## config.mk

```make
export PLATFORM = sky130hd
export DESIGN_NAME = irq_ctrl32
export DESIGN_NICKNAME = d
export VERILOG_FILES = /design/src/rtl/intc_pkg.sv /design/src/rtl/intc_ctrl.sv /design/src/rtl/intc_datapath.sv /design/src/rtl/irq_ctrl32.sv
export SDC_FILE = /design/constraint.sdc
export NUM_CORES = 1
export LEC_CHECK = 0
export BUFFER_PORTS_ARGS = -buffer_cell sky130_fd_sc_hd__buf_2
export CAP_MARGIN = 25
export CORE_MARGIN = 2
export CORE_UTILIZATION = 35
export CTS_BUF_LIST = sky130_fd_sc_hd__clkbuf_16
export CTS_CLUSTER_DIAMETER = 150
export CTS_CLUSTER_SIZE = 24
export DETAILED_ROUTE_END_ITERATION = 12
export SLEW_MARGIN = 25
export SYNTH_ARGS = -nofsm -noshare
export SYNTH_HDL_FRONTEND = slang
export SYNTH_SLANG_ARGS = --single-unit
```

## constraint.sdc

```tcl
create_clock -name clk -period 1.52 [get_ports clk]
set_input_delay 0.076 -clock clk [delete_from_list [all_inputs] [get_ports clk]]
set_output_delay 0.076 -clock clk [all_outputs]
set_load 0.01 [all_outputs]
```

## src/rtl/intc_pkg.sv

```systemverilog
package intc_pkg;
  localparam int unsigned ADDR_W = 3;

  localparam logic [ADDR_W-1:0] OFS_STS  = 3'd0;
  localparam logic [ADDR_W-1:0] OFS_EN   = 3'd1;
  localparam logic [ADDR_W-1:0] OFS_CRIT = 3'd2;
  localparam logic [ADDR_W-1:0] OFS_POL  = 3'd3;
  localparam logic [ADDR_W-1:0] OFS_TRG  = 3'd4;
  localparam logic [ADDR_W-1:0] OFS_MSK  = 3'd5;

  typedef struct packed {
    logic              wrSts;
    logic              wrEn;
    logic              wrCrit;
    logic              wrPol;
    logic              wrTrg;
    logic              rdStb;
    logic [ADDR_W-1:0] rdSel;
  } intcStrobe_t;
endpackage

```

## src/rtl/intc_ctrl.sv

```systemverilog
module intc_ctrl
  import intc_pkg::*;
(
  input  logic              clk,
  input  logic              rstN,
  input  logic              busWrEn,
  input  logic              busRdEn,
  input  logic [ADDR_W-1:0] busAddr,
  output intcStrobe_t       strb
);

  always_comb begin
    strb        = '0;
    strb.rdStb  = busRdEn;
    strb.rdSel  = busAddr;
    if (busWrEn) begin
      unique case (busAddr)
        OFS_STS:  strb.wrSts  = 1'b1;
        OFS_EN:   strb.wrEn   = 1'b1;
        OFS_CRIT: strb.wrCrit = 1'b1;
        OFS_POL:  strb.wrPol  = 1'b1;
        OFS_TRG:  strb.wrTrg  = 1'b1;
        default:  ;
      endcase
    end
  end


  msk_wr_ignored_chk: assert property (@(posedge clk) disable iff (!rstN)
    (busWrEn && busAddr == OFS_MSK) |->
      !(strb.wrSts || strb.wrEn || strb.wrCrit || strb.wrPol || strb.wrTrg));


  one_write_chk: assert property (@(posedge clk) disable iff (!rstN)
    $onehot0({strb.wrSts, strb.wrEn, strb.wrCrit, strb.wrPol, strb.wrTrg}));

endmodule

```

## src/rtl/intc_datapath.sv

```systemverilog
module intc_datapath
  import intc_pkg::*;
#(
  parameter int unsigned NumSrc = 32
) (
  input  logic              clk,
  input  logic              rstN,
  input  intcStrobe_t       strb,
  input  logic [NumSrc-1:0] wrData,
  input  logic [NumSrc-1:0] srcBits,
  output logic [NumSrc-1:0] rdData,
  output logic              critIrq,
  output logic              normIrq
);

  logic [NumSrc-1:0] syncA, syncB, prevQ;
  logic [NumSrc-1:0] stsQ, enQ, critQ, polQ, trgQ;
  logic [NumSrc-1:0] actNow, actPrev, edgeHit, levelHit, setEvt, clrMask;
  logic [NumSrc-1:0] mskSts, stsNext;

  always_ff @(posedge clk) begin
    if (!rstN) begin
      syncA <= '0;
      syncB <= '0;
      prevQ <= '0;
    end else begin
      syncA <= srcBits;
      syncB <= syncA;
      prevQ <= syncB;
    end
  end

  always_comb begin
    actNow   = ~(syncB ^ polQ);
    actPrev  = ~(prevQ ^ polQ);
    edgeHit  = trgQ & actNow & ~actPrev;
    levelHit = ~trgQ & actNow;
    setEvt   = edgeHit | levelHit;
    clrMask  = strb.wrSts ? wrData : '0;
    stsNext  = setEvt | (stsQ & ~clrMask);
    mskSts   = stsQ & enQ;
  end

  always_ff @(posedge clk) begin
    if (!rstN) begin
      stsQ  <= '0;
      enQ   <= '0;
      critQ <= '0;
      polQ  <= '1;
      trgQ  <= '0;
    end else begin
      stsQ <= stsNext;
      if (strb.wrEn)   enQ   <= wrData;
      if (strb.wrCrit) critQ <= wrData;
      if (strb.wrPol)  polQ  <= wrData;
      if (strb.wrTrg)  trgQ  <= wrData;
    end
  end

  always_ff @(posedge clk) begin
    if (!rstN) begin
      critIrq <= 1'b0;
      normIrq <= 1'b0;
      rdData  <= '0;
    end else begin
      critIrq <= |(mskSts & critQ);
      normIrq <= |(mskSts & ~critQ);
      if (strb.rdStb) begin
        case (strb.rdSel)
          OFS_STS:  rdData <= stsQ;
          OFS_EN:   rdData <= enQ;
          OFS_CRIT: rdData <= critQ;
          OFS_POL:  rdData <= polQ;
          OFS_TRG:  rdData <= trgQ;
          OFS_MSK:  rdData <= mskSts;
          default:  rdData <= '0;
        endcase
      end
    end
  end


  w1c_clear_chk: assert property (@(posedge clk) disable iff (!rstN)
    strb.wrSts |=> ((stsQ & $past(wrData & ~setEvt)) == '0));


  level_hold_chk: assert property (@(posedge clk) disable iff (!rstN)
    1'b1 |=> ((stsQ & $past(~trgQ & actNow)) == $past(~trgQ & actNow)));


  no_spurious_set_chk: assert property (@(posedge clk) disable iff (!rstN)
    1'b1 |=> (((stsQ & ~$past(stsQ)) & ~$past(setEvt)) == '0));


  quiet_when_masked_chk: assert property (@(posedge clk) disable iff (!rstN)
    (enQ == '0) |=> (!critIrq && !normIrq));


  msk_read_chk: assert property (@(posedge clk) disable iff (!rstN)
    (strb.rdStb && strb.rdSel == OFS_MSK) |=> (rdData == $past(stsQ & enQ)));

endmodule

```

## src/rtl/irq_ctrl32.sv

```systemverilog
module irq_ctrl32
  import intc_pkg::*;
#(
  parameter int unsigned NumSrc = 32
) (
  input  logic              clk,
  input  logic              rstN,
  input  logic              busWrEn,
  input  logic              busRdEn,
  input  logic [ADDR_W-1:0] busAddr,
  input  logic [NumSrc-1:0] busWrData,
  output logic [NumSrc-1:0] busRdData,
  input  logic [NumSrc-1:0] irqIn,
  output logic              critIrq,
  output logic              normIrq
);

  localparam int unsigned TopBit = NumSrc - 1;

  intcStrobe_t       strb;
  logic [NumSrc-1:0] srcBits;

  for (genvar n = 0; n < NumSrc; n++) begin : g_rev
    assign srcBits[TopBit-n] = irqIn[n];
  end

  intc_ctrl u_ctrl (
    .clk     (clk),
    .rstN    (rstN),
    .busWrEn (busWrEn),
    .busRdEn (busRdEn),
    .busAddr (busAddr),
    .strb    (strb)
  );

  intc_datapath #(.NumSrc(NumSrc)) u_dp (
    .clk     (clk),
    .rstN    (rstN),
    .strb    (strb),
    .wrData  (busWrData),
    .srcBits (srcBits),
    .rdData  (busRdData),
    .critIrq (critIrq),
    .normIrq (normIrq)
  );

endmodule

```

==> results of run 1 <==
[worst max-delay path by stage]
stage / from / endpoint / depth (start not counted)
2_1_floorplan: busAddr[1] / u_dp.rdData[10]$_SDFFE_PN0P_ / 6
3_3_place_gp: busAddr[1] / u_dp.rdData[30]$_SDFFE_PN0P_ / 7
3_5_place_dp: busAddr[1] / u_dp.rdData[9]$_SDFFE_PN0P_ / 7
4_1_cts: u_dp.enQ[28]$_SDFFE_PN0P_ / u_dp.critIrq$_SDFF_PN0_ / 5
5_1_grt: u_dp.enQ[28]$_SDFFE_PN0P_ / u_dp.critIrq$_SDFF_PN0_ / 5
6_report: u_dp.enQ[28]$_SDFFE_PN0P_ / u_dp.critIrq$_SDFF_PN0_ / 5
[stage by stage]
stage / hold WS [ns] / setup WS [ns]
detailed placement: 0.285 / 0.00972
global route: 0.0788 / 0.00757
finish: 0.0553 / 0.144
global placement: 0.283 / 0.0220
CTS: 0.0454 / 0.144
floorplan: 0.200 / 0.404
[power by group through the flow]
| stage | clock, W | combinational [W] | sequential (W) |
|---|---|---|---|
| 6_report | 0.00466 | 0.00152 | 0.00815 |
| 5_1_grt | 0.00503 | 0.00167 | 0.00820 |
| 4_1_cts | 0.00478 | 0.00152 | 0.00815 |
| 3_5_place_dp | 0 | 0.00139 | 0.00832 |
| 3_3_place_gp | 0 | 0.00137 | 0.00831 |
| 2_1_floorplan | 0 | 0.000787 | 0.00825 |
[registers in the layout, summed over array words and instances, names as in the netlist]
name          cells
u_dp.rdData      32
u_dp.polQ        32
u_dp.syncB       32
u_dp.normIrq      1
u_dp.trgQ        32
u_dp.stsQ        32
u_dp.syncA       32
u_dp.critIrq      1
u_dp.critQ       32
u_dp.enQ         32
u_dp.prevQ       32
[layout make-up]
cell class                 count  area [um2]
fill                        3311       18500
sequential                   290        5810
clock inverter                 1        30.0
timing repair buffer         239        1940
multi-input combinational   1040        5440
clock buffer                  17         425
tap                          442         553
inverter                       3        12.5
[layer usage]
metal	global-route usage, %	part of all wire (%)
met1	28.5	47
met2	34.0	45
met3	2.73	5.6
met4	4.58	2.0
met5	0	0
[kinds of logic after synthesis]
kind of cell,after synthesis,synth area share (%)
AO/OA/AOI/OAI,305,16.7
buffers and inverters,96,3.95
flip-flops,290,49.7
multiplexers,1,0.0963
AND/OR/NAND/NOR,734,29.6
[worst reg2reg max path, cell delays in order, from the launching register on]
cell     delay, ns
dfxtp_1       0.35
nand3_1       0.14
nand4_1       0.15
nor4_1        0.39
buf_4         0.17
a21oi_1       0.05
[what timing repair did]
action	in CTS	in global routing
hold endpoints to repair	193	0
resized for setup	0	0
hold buffers	65	0
[cell usage in the layout (no fill, tap or decap), types with 14 or more instances in the layout]
cell / count
nand3_1: 69
buf_12: 19
o22ai_1: 14
a31oi_1: 32
a221oi_1: 62
buf_4: 52
nand2b_1: 32
o21ai_1: 32
nand2_1: 414
dfxtp_1: 290
nor3_1: 33
and2_1: 96
clkbuf_16: 17
dlygate4sd3_1: 65
a21oi_1: 129
nor2b_1: 57
a2bb2oi_1: 31
buf_2: 103
==> impl_metrics.py, run 1 <==
metrics = {
    "critical_path": {
        "endpoint_kind": "flop",
        "crit_fanout": 4,
        "r2r-end": "u_dp.critIrq$_SDFF_PN0_",
        "regToRegSetupSlack_ns": 0.14,
        "cp.buffers_inverters": 1,
        "max_stage_delay_ns": 0.39,
        "crit_required_ns": 1.92,
        "r2r-start": "u_dp.enQ[28]$_SDFFE_PN0P_",
        "rr_worst_depth": 5,
        "crit_chain": "nand3_1 -> nand4_1 -> nor4_1 -> buf_4 -> a21oi_1",
        "crit_family": "simple AND/OR/NAND/NOR gates",
        "crit_arrival_ns": 1.78,
        "crit_path_top_delay_cell": "nor4_1",
        "critPathLaunchType": "flop",
        "path_class": "reg2reg",
    },
    "power_and_ir_drop": {
        "p_clk_share_pct": 32.5,
        "seq_power_share_pct": 56.9,
        "vdd_drop_max_mv": 0.947,
        "power.density_mw_per_mm2": 1010,
        "swShare_pct": 25.6,
        "p_int_w": 0.0107,
        "finalPower_w": 0.0143,
        "switchingPower_w": 0.00367,
        "pwr-share-comb_pct": 10.6,
        "leakagePower_nw": 5.48,
    },
    "sta": {
        "fin_crit_sh_pct": 90.5,
        "fin_crit_ns": 1.38,
        "hold_viol": 0,
        "fin_setup_tns_ns": 0,
        "worst_slew_pin_slew_ns": 0.673,
        "skew_ns": 0.0364,
        "setup_viol": 0,
        "maxSlewHeadroom_pct": 55.1,
        "rsz0062_at_grt": "false",
        "finalMaxSlewViolations": 0,
        "fmax_mhz": 727,
    },
    "layout": {
        "final_util_pct": 43.4,
        "final_cells": 2032,
        "design_area_mm2": 0.0142,
        "syn2layout_area_growth_pct": 21.5,
        "finalNetCount": 1661,
        "drive_gt1_share_pct": 12.6,
        "antenna_cells": 0,
    },
    "yosys": {
        "synth_edf_count": 0,
        "ys_dominant_reg_cell": "dfxtp_1",
        "yosysWarnings": 0,
        "yosysMostFrequentCell": "nand2_1",
        "synthCells": 1426,
        "synthArstFlopShare_pct": 0,
        "syn_area_mm2": 0.0117,
        "synth-seq-area-share_pct": 49.7,
        "ys_ff_latch": 290,
        "ys_top_cells_by_count": "nand2_1 (414), dfxtp_1 (290), a21oi_1 (129)",
        "ys_types": 34,
        "syn-num-nets": 1497,
        "synth_top_area_share_pct": 49.7,
        "avgSynthCellArea_um2": 8.20,
        "synth_area_leaders": "dfxtp_1 (50%), nand2_1 (13%), a21oi_1 (5.5%)",
        "post-synth-top-area-cell": "dfxtp_1",
    },
    "die": {
        "die_area_mm2": 0.0349,
        "row_count": 66,
        "start_util_pct": 35.7,
        "fp.coreArea_mm2": 0.0327,
        "io_pins": 105,
        "dieWidth_um": 187,
        "die_y_um": 187,
    },
    "global_routing": {
        "grt_pass1_wl_mm": 57.9,
        "grt_pass1_vias": 10316,
        "grt_use_total_pct": 20.5,
        "grt_max_degree": 74,
        "antenna_found_initial": 0,
        "gr-total-overflow": 0,
    },
    "placed_design": {
        "placed_cells": 1949,
        "hpwl_mm": 24.8,
        "place.gp.congestion": 0.876,
        "place_area_mm2": 0.0131,
        "port_buffers": 104,
    },
    "detailed_routing": {
        "vias": 10746,
        "ant_nets": 0,
        "vias_per_cell": 5.29,
        "firstDrtPassIters": 5,
        "wl_per_cell_um": 17.9,
        "drc": 0,
        "initialDrtViolationCount": 904,
        "drt-total-wl_mm": 36.5,
    },
    "clocking": {
        "cts_setup_buffers": 0,
        "cts_inserted_buffers": 16,
        "clkLatencyLatePin_ns": 0.53,
        "cts_max_level": 1,
        "cts.path.max_buffers": 3,
        "root_buffer": "clkbuf_16",
        "path_clk_slew_ns": 0.11,
        "clock-sinks": 290,
        "cts_tree": "yes",
    },
    "worst_hold_path": {
        "min_from": "busRdEn",
        "holdCritPathClass": "in2reg",
        "whs_path_depth": 5,
        "min_to": "u_dp.rdData[31]$_SDFFE_PN0P_",
    },
    "outcome": {
        "status": "finished clean",
    },
    "flow_run": {
        "maxCapViolations": 0,
    },
}
No activity file was read; power rests on OpenSTA's default activity.
==> run 2, diff against run 1 <==
--- a/config.mk
+++ b/config.mk
@@ -5,7 +5,7 @@
 export SDC_FILE = /design/constraint.sdc
 export NUM_CORES = 1
 export LEC_CHECK = 0
-export BUFFER_PORTS_ARGS = -buffer_cell sky130_fd_sc_hd__buf_2
+export BUFFER_PORTS_ARGS = -buffer_cell sky130_fd_sc_hd__buf_4
 export CAP_MARGIN = 25
 export CORE_MARGIN = 2
 export CORE_UTILIZATION = 35
@@ -16,4 +16,5 @@
 export SLEW_MARGIN = 25
 export SYNTH_ARGS = -nofsm -noshare
 export SYNTH_HDL_FRONTEND = slang
+export SYNTH_HIERARCHICAL = 1
 export SYNTH_SLANG_ARGS = --single-unit
==> constraint.sdc (replaced) <==
create_clock -name clk -period 1.2 [get_ports clk]
set_input_delay 0.06 -clock clk [delete_from_list [all_inputs] [get_ports clk]]
set_output_delay 0.06 -clock clk [all_outputs]
set_load 0.01 [all_outputs]
==> impl_metrics.py, run 2 <==
metrics = {
    "die": {
        "die_area_mm2": 0.0353,
        "io_pins": 105,
        "fp.coreArea_mm2": 0.0334,
        "die_y_um": 188,
        "row_count": 67,
        "start_util_pct": 35.4,
        "dieWidth_um": 188,
    },
    "placed_design": {
        "place_area_mm2": 0.0137,
        "hpwl_mm": 23.1,
        "placed_cells": 1778,
        "dpl_worst_slack_ns": -0.143,
        "port_buffers": 104,
        "place.gp.congestion": 0.846,
    },
    "yosys": {
        "syn-num-nets": 1290,
        "synthArstFlopShare_pct": 0,
        "synthCells": 1219,
        "synth_area_leaders": "dfxtp_1 (49%), mux2i_1 (13%), and2_1 (5.1%)",
        "ys_top_cells_by_count": "dfxtp_1 (290), mux2i_1 (159), nor2_1 (130)",
        "post-synth-top-area-cell": "dfxtp_1",
        "ys_types": 38,
        "syn_area_mm2": 0.0118,
        "ys_dominant_reg_cell": "dfxtp_1",
        "yosysMostFrequentCell": "dfxtp_1",
        "avgSynthCellArea_um2": 9.70,
        "synth_top_area_share_pct": 49.1,
        "synth-seq-area-share_pct": 49.1,
        "yosysWarnings": 6,
        "synth_edf_count": 0,
        "ys_ff_latch": 290,
    },
    "layout": {
        "antenna_cells": 0,
        "final_cell_mix": "dfxtp_1 (261), buf_4 (174), mux2i_1 (159), nor2_1 (129), nand2_1 (126)",
        "drive_gt1_share_pct": 18.9,
        "finalNetCount": 1486,
        "multi_input_area_mm2": 0.00569,
        "seqCellArea_mm2": 0.00585,
        "nFillCells": 3271,
        "final_cells": 1863,
        "syn2layout_area_growth_pct": 26.3,
        "final_common_cell": "dfxtp_1",
        "design_area_mm2": 0.0149,
    },
    "clocking": {
        "cts_inserted_buffers": 16,
        "cts_max_level": 1,
        "cts_tree": "yes",
        "path_clk_slew_ns": 0.10,
        "root_buffer": "clkbuf_16",
        "clkLatencyLatePin_ns": 0.51,
        "cts.path.max_buffers": 3,
        "clock-sinks": 290,
    },
    "detailed_routing": {
        "drt-total-wl_mm": 32.6,
        "drc": 0,
        "firstDrtPassIters": 5,
        "vias": 9322,
        "vias_per_cell": 5.00,
        "wl_per_cell_um": 17.5,
        "initialDrtViolationCount": 595,
        "ant_nets": 0,
    },
    "sta": {
        "setup_viol": 0,
        "fin_setup_tns_ns": 0,
        "fin_crit_ns": 1.20,
        "fmax_mhz": 835,
        "hold_viol": 0,
        "fin_ws_ns": 0.00271,
        "fin_crit_sh_pct": 99.8,
        "finalMaxSlewViolations": 0,
        "worst_slew_pin_slew_ns": 0.431,
        "skew_ns": 0.0206,
        "rsz0062_at_grt": "true",
        "maxSlewHeadroom_pct": 71.2,
    },
    "power_and_ir_drop": {
        "leakagePower_nw": 5.71,
        "power.density_mw_per_mm2": 1200,
        "vdd_drop_max_mv": 0.762,
        "finalPower_w": 0.0180,
    },
    "global_routing": {
        "grt_pass1_vias": 8925,
        "grt_pass1_wl_mm": 51.0,
        "grtUsageMet3_pct": 2.13,
        "met2_usage_pct": 29.9,
        "gr-total-overflow": 0,
        "busiest_layer": "met2",
        "grt_max_degree": 76,
        "antenna_found_initial": 0,
        "grt_use_total_pct": 18.0,
        "grt_use_met1_pct": 24.5,
    },
    "critical_path": {
        "crit_arrival_ns": 1.60,
        "crit_fanout": 5,
        "crit_required_ns": 1.60,
        "endpoint_kind": "flop",
        "path_class": "reg2reg",
        "critPathLaunchType": "flop",
    },
    "outcome": {
        "status": "finished clean",
    },
    "worst_hold_path": {
        "holdCritPathClass": "in2reg",
    },
    "flow_run": {
        "maxCapViolations": 0,
    },
}
-- run 2: cell count changes in the layout (fill, tap and decap cells not counted), moves of 33 or more --
cell / delta
nand2_1: -288
mux2i_1: +159
nor2_1: +128
buf_4: +122
buf_2: -103
a21oi_1: -64
a221oi_1: -62
nor2b_1: -56
nand3_1: -37
nor3_1: -33
-- run 2: final cells by class --
class	instances	share of cell area, %
multi-input combinational	846	38.1
tap	448	3.75
timing repair buffer	260	15.9
clock buffer	16	2.68
sequential	290	39.2
clock inverter	2	0.310
inverter	1	0.0335
-- run 2: metal layers --
metal / vias to the layer above / routed length [um] / share of wire, %
met5: - / 0 / 0
met4: 0 / 859 / 2.6
met3: 46 / 1320 / 4.0
met2: 187 / 15200 / 47
met1: 4501 / 15300 / 47
li1: 4588 / - / -
-- run 2: cell families after synthesis --
logic type                after synthesis  share of synthesized area [%]
and+or+nand+nor                       441                           18.0
DFF                                   290                           49.1
AOI/OAI and AO/OA                     181                           10.9
muxes                                 160                           13.6
buffers and inverters                  83                           3.74
xor gates and xnor gates               64                           4.74
-- run 2: what timing repair did --
item                                    4_1_cts  5_1_grt
setup buffers                                 0        3
pin swaps                                     4       29
endpoints found under the hold margin       192        0
hold buffers                                 65        0
endpoints found under the setup margin        7       26
resized for setup                             6       43
-- run 2: final timing paths --
check / startpoint / endpoint / slack (ns) / depth (start not counted)
worst max register to register: u_dp/stsQ[5]$_SDFF_PN0_ / u_dp/critIrq$_SDFF_PN0_ / 0.003 / 4
worst max-delay path: u_dp/stsQ[5]$_SDFF_PN0_ / u_dp/critIrq$_SDFF_PN0_ / 0.003 / 4
worst min-delay path: busRdEn / u_dp/rdData[30]$_SDFFE_PN0P_ / 0.1 / 4
worst min register to register: u_dp/syncA[25]$_SDFF_PN0_ / u_dp/syncB[25]$_SDFF_PN0_ / 0.44 / 1
-- run 2: where the power goes --
| group | internal [W] | switching (W) | total [W] |
|---|---|---|---|
| Sequential | 0.00996 | 0.000289 | 0.0103 |
| Combinational | 0.00104 | 0.000954 | 0.00200 |
| Clock | 0.00248 | 0.00324 | 0.00572 |
| Total | 0.0135 | 0.00448 | 0.0180 |
-- run 2: through the flow --
step | util (%) | hold WS [ns]
2_1_floorplan | - | 0.182
3_3_place_gp | 41.0 | 0.270
3_5_place_dp | 41.0 | 0.270
4_1_cts | 44.3 | 0.0844
5_1_grt | 44.8 | 0.117
6_report | 44.8 | 0.0978
-- run 2: critical path: stages, from the launching register on --
cell	delay [ns]
dfxtp_2	0.36
nand3_1	0.13
nand4_1	0.18
nor4_2	0.32
a21oi_1	0.10
==> run 3, diff against run 2 <==
--- a/config.mk
+++ b/config.mk
@@ -13,6 +13,7 @@
 export CTS_CLUSTER_DIAMETER = 150
 export CTS_CLUSTER_SIZE = 24
 export DETAILED_ROUTE_END_ITERATION = 12
+export PLACE_DENSITY = 0.54
 export SLEW_MARGIN = 25
 export SYNTH_ARGS = -nofsm -noshare
 export SYNTH_HDL_FRONTEND = slang
==> impl_metrics.py, run 3 (synthesis results as in run 2) <==
metrics = {
    "placed_design": {
        "hpwl_mm": 23.9,
        "port_buffers": 104,
        "place.gp.congestion": 0.907,
        "dpl_worst_slack_ns": -0.186,
    },
    "layout": {
        "drive_gt1_share_pct": 23.2,
        "seqCellArea_mm2": 0.00585,
        "final_util_pct": 46.5,
        "nFillCells": 3208,
        "finalNetCount": 1526,
        "syn2layout_area_growth_pct": 31.1,
        "final_cell_mix": "dfxtp_1 (264), buf_4 (209), mux2i_1 (158), nor2_1 (129), nand2_1 (126)",
        "multi_input_area_mm2": 0.00591,
        "final_common_cell": "dfxtp_1",
        "antenna_cells": 0,
    },
    "global_routing": {
        "grtUsageMet3_pct": 2.23,
        "grt_pass1_vias": 9120,
        "busiest_layer": "met2",
        "antenna_found_initial": 0,
        "grt_use_met1_pct": 26.9,
        "grt_max_degree": 72,
        "grt_use_total_pct": 19.2,
        "gr-total-overflow": 0,
        "grt_pass1_wl_mm": 53.5,
        "met2_usage_pct": 31.4,
    },
    "worst_hold_path": {
        "holdCritPathClass": "in2reg",
    },
    "critical_path": {
        "crit_required_ns": 1.60,
        "path_class": "reg2reg",
        "critPathLaunchType": "flop",
        "crit_fanout": 5,
        "crit_chain": "nand2b_1 -> a32oi_2 -> o221ai_2 -> a22o_1",
        "crit_arrival_ns": 1.63,
        "max_stage_delay_ns": 0.37,
        "crit_path_top_delay_cell": "dfxtp_2",
        "endpoint_kind": "flop",
    },
    "detailed_routing": {
        "initialDrtViolationCount": 584,
        "wl_per_cell_um": 18.1,
        "drt-total-wl_mm": 34.5,
        "vias_per_cell": 4.97,
        "firstDrtPassIters": 6,
        "drc": 0,
        "ant_nets": 0,
        "vias": 9449,
    },
    "sta": {
        "fin_setup_tns_ns": -0.0249,
        "finalMaxSlewViolations": 0,
        "hold_viol": 0,
        "skew_ns": 0.0262,
        "fin_crit_ns": 1.22,
        "maxSlewHeadroom_pct": 76.6,
        "fin_ws_ns": -0.0249,
        "fmax_mhz": 816,
        "worst_slew_pin_slew_ns": 0.351,
        "fin_crit_sh_pct": 102,
        "rsz0062_at_grt": "true",
        "setup_viol": 1,
    },
    "die": {
        "die_area_mm2": 0.0353,
        "fp.coreArea_mm2": 0.0334,
        "io_pins": 105,
        "die_y_um": 188,
        "row_count": 67,
        "start_util_pct": 35.4,
        "dieWidth_um": 188,
    },
    "clocking": {
        "cts.path.max_buffers": 3,
        "path_clk_slew_ns": 0.11,
        "cts_max_level": 1,
        "root_buffer": "clkbuf_16",
        "clock-sinks": 290,
        "cts_tree": "yes",
        "cts_inserted_buffers": 16,
        "clkLatencyLatePin_ns": 0.51,
    },
    "power_and_ir_drop": {
        "vdd_drop_max_mv": 0.943,
        "power.density_mw_per_mm2": 1180,
        "leakagePower_nw": 6.00,
    },
    "outcome": {
        "violations": "setup timing",
        "status": "complete, but fails checks",
    },
    "flow_run": {
        "maxCapViolations": 0,
    },
}
==> run 3: timing repair <==
item / in CTS / in global routing
setup buffers: 2 / 1
setup endpoints to repair: 16 / 27
gates resized for setup: 33 / 51
hold buffers: 65 / 0
hold endpoints to repair: 192 / 0
pin swaps: 30 / 34
==> run 3: layer usage <==
metal  wire (um)  vias to the layer above
met5           0                        -
met4         787                        0
met2       15800                      171
li1            -                     4684
met3        1090                       43
met1       16800                     4551
==> run 3: path summary, 6_finish.rpt <==
check	cells after the start	to	start	slack, ns
hold reg to reg	1	u_dp/syncB[31]$_SDFF_PN0_	u_dp/syncA[31]$_SDFF_PN0_	0.44
setup reg to reg	4	u_dp/rdData[31]$_SDFFE_PN0P_	u_dp/stsQ[31]$_SDFF_PN0_	-0.02
hold / removal	4	u_dp/rdData[30]$_SDFFE_PN0P_	busRdEn	0.07
setup / recovery	4	u_dp/rdData[31]$_SDFFE_PN0P_	u_dp/stsQ[31]$_SDFF_PN0_	-0.02
==> run 3: power breakdown <==
group / leakage, nW / internal [W] / total [W] / switching (W)
Sequential: 2.38 / 0.00996 / 0.0102 / 0.000265
Combinational: 3.40 / 0.00114 / 0.00219 / 0.00106
Clock: 0.221 / 0.00260 / 0.00589 / 0.00329
==> run 3: metrics by stage <==
step	hold slack, ns	cell area, um2	cells	total power, W
after floorplan	0.182	11800	1219	0.0114
after CTS	0.0471	15300	1904	0.0185
after detailed placement	0.271	14000	1822	0.0124
after global routing	0.0696	15500	1903	0.0190
final	0.0684	15500	1903	0.0183
after global placement	0.269	14000	1822	0.0123
==> run 3: critical path: cells and delay by family, from the launching register on <==
kind | cells | cell delay, ns
flops | 1 | 0.37
simple gates | 1 | 0.16
compound gates | 3 | 0.59
==> run 3: final cells by class <==
cell class	count	area share, %
multi-input cells	846	38.1
clock inverters	1	0.194
inverters	1	0.0323
well taps	448	3.62
repair buffers	300	17.6
clock buffers	17	2.74
flip-flops and latches	290	37.7
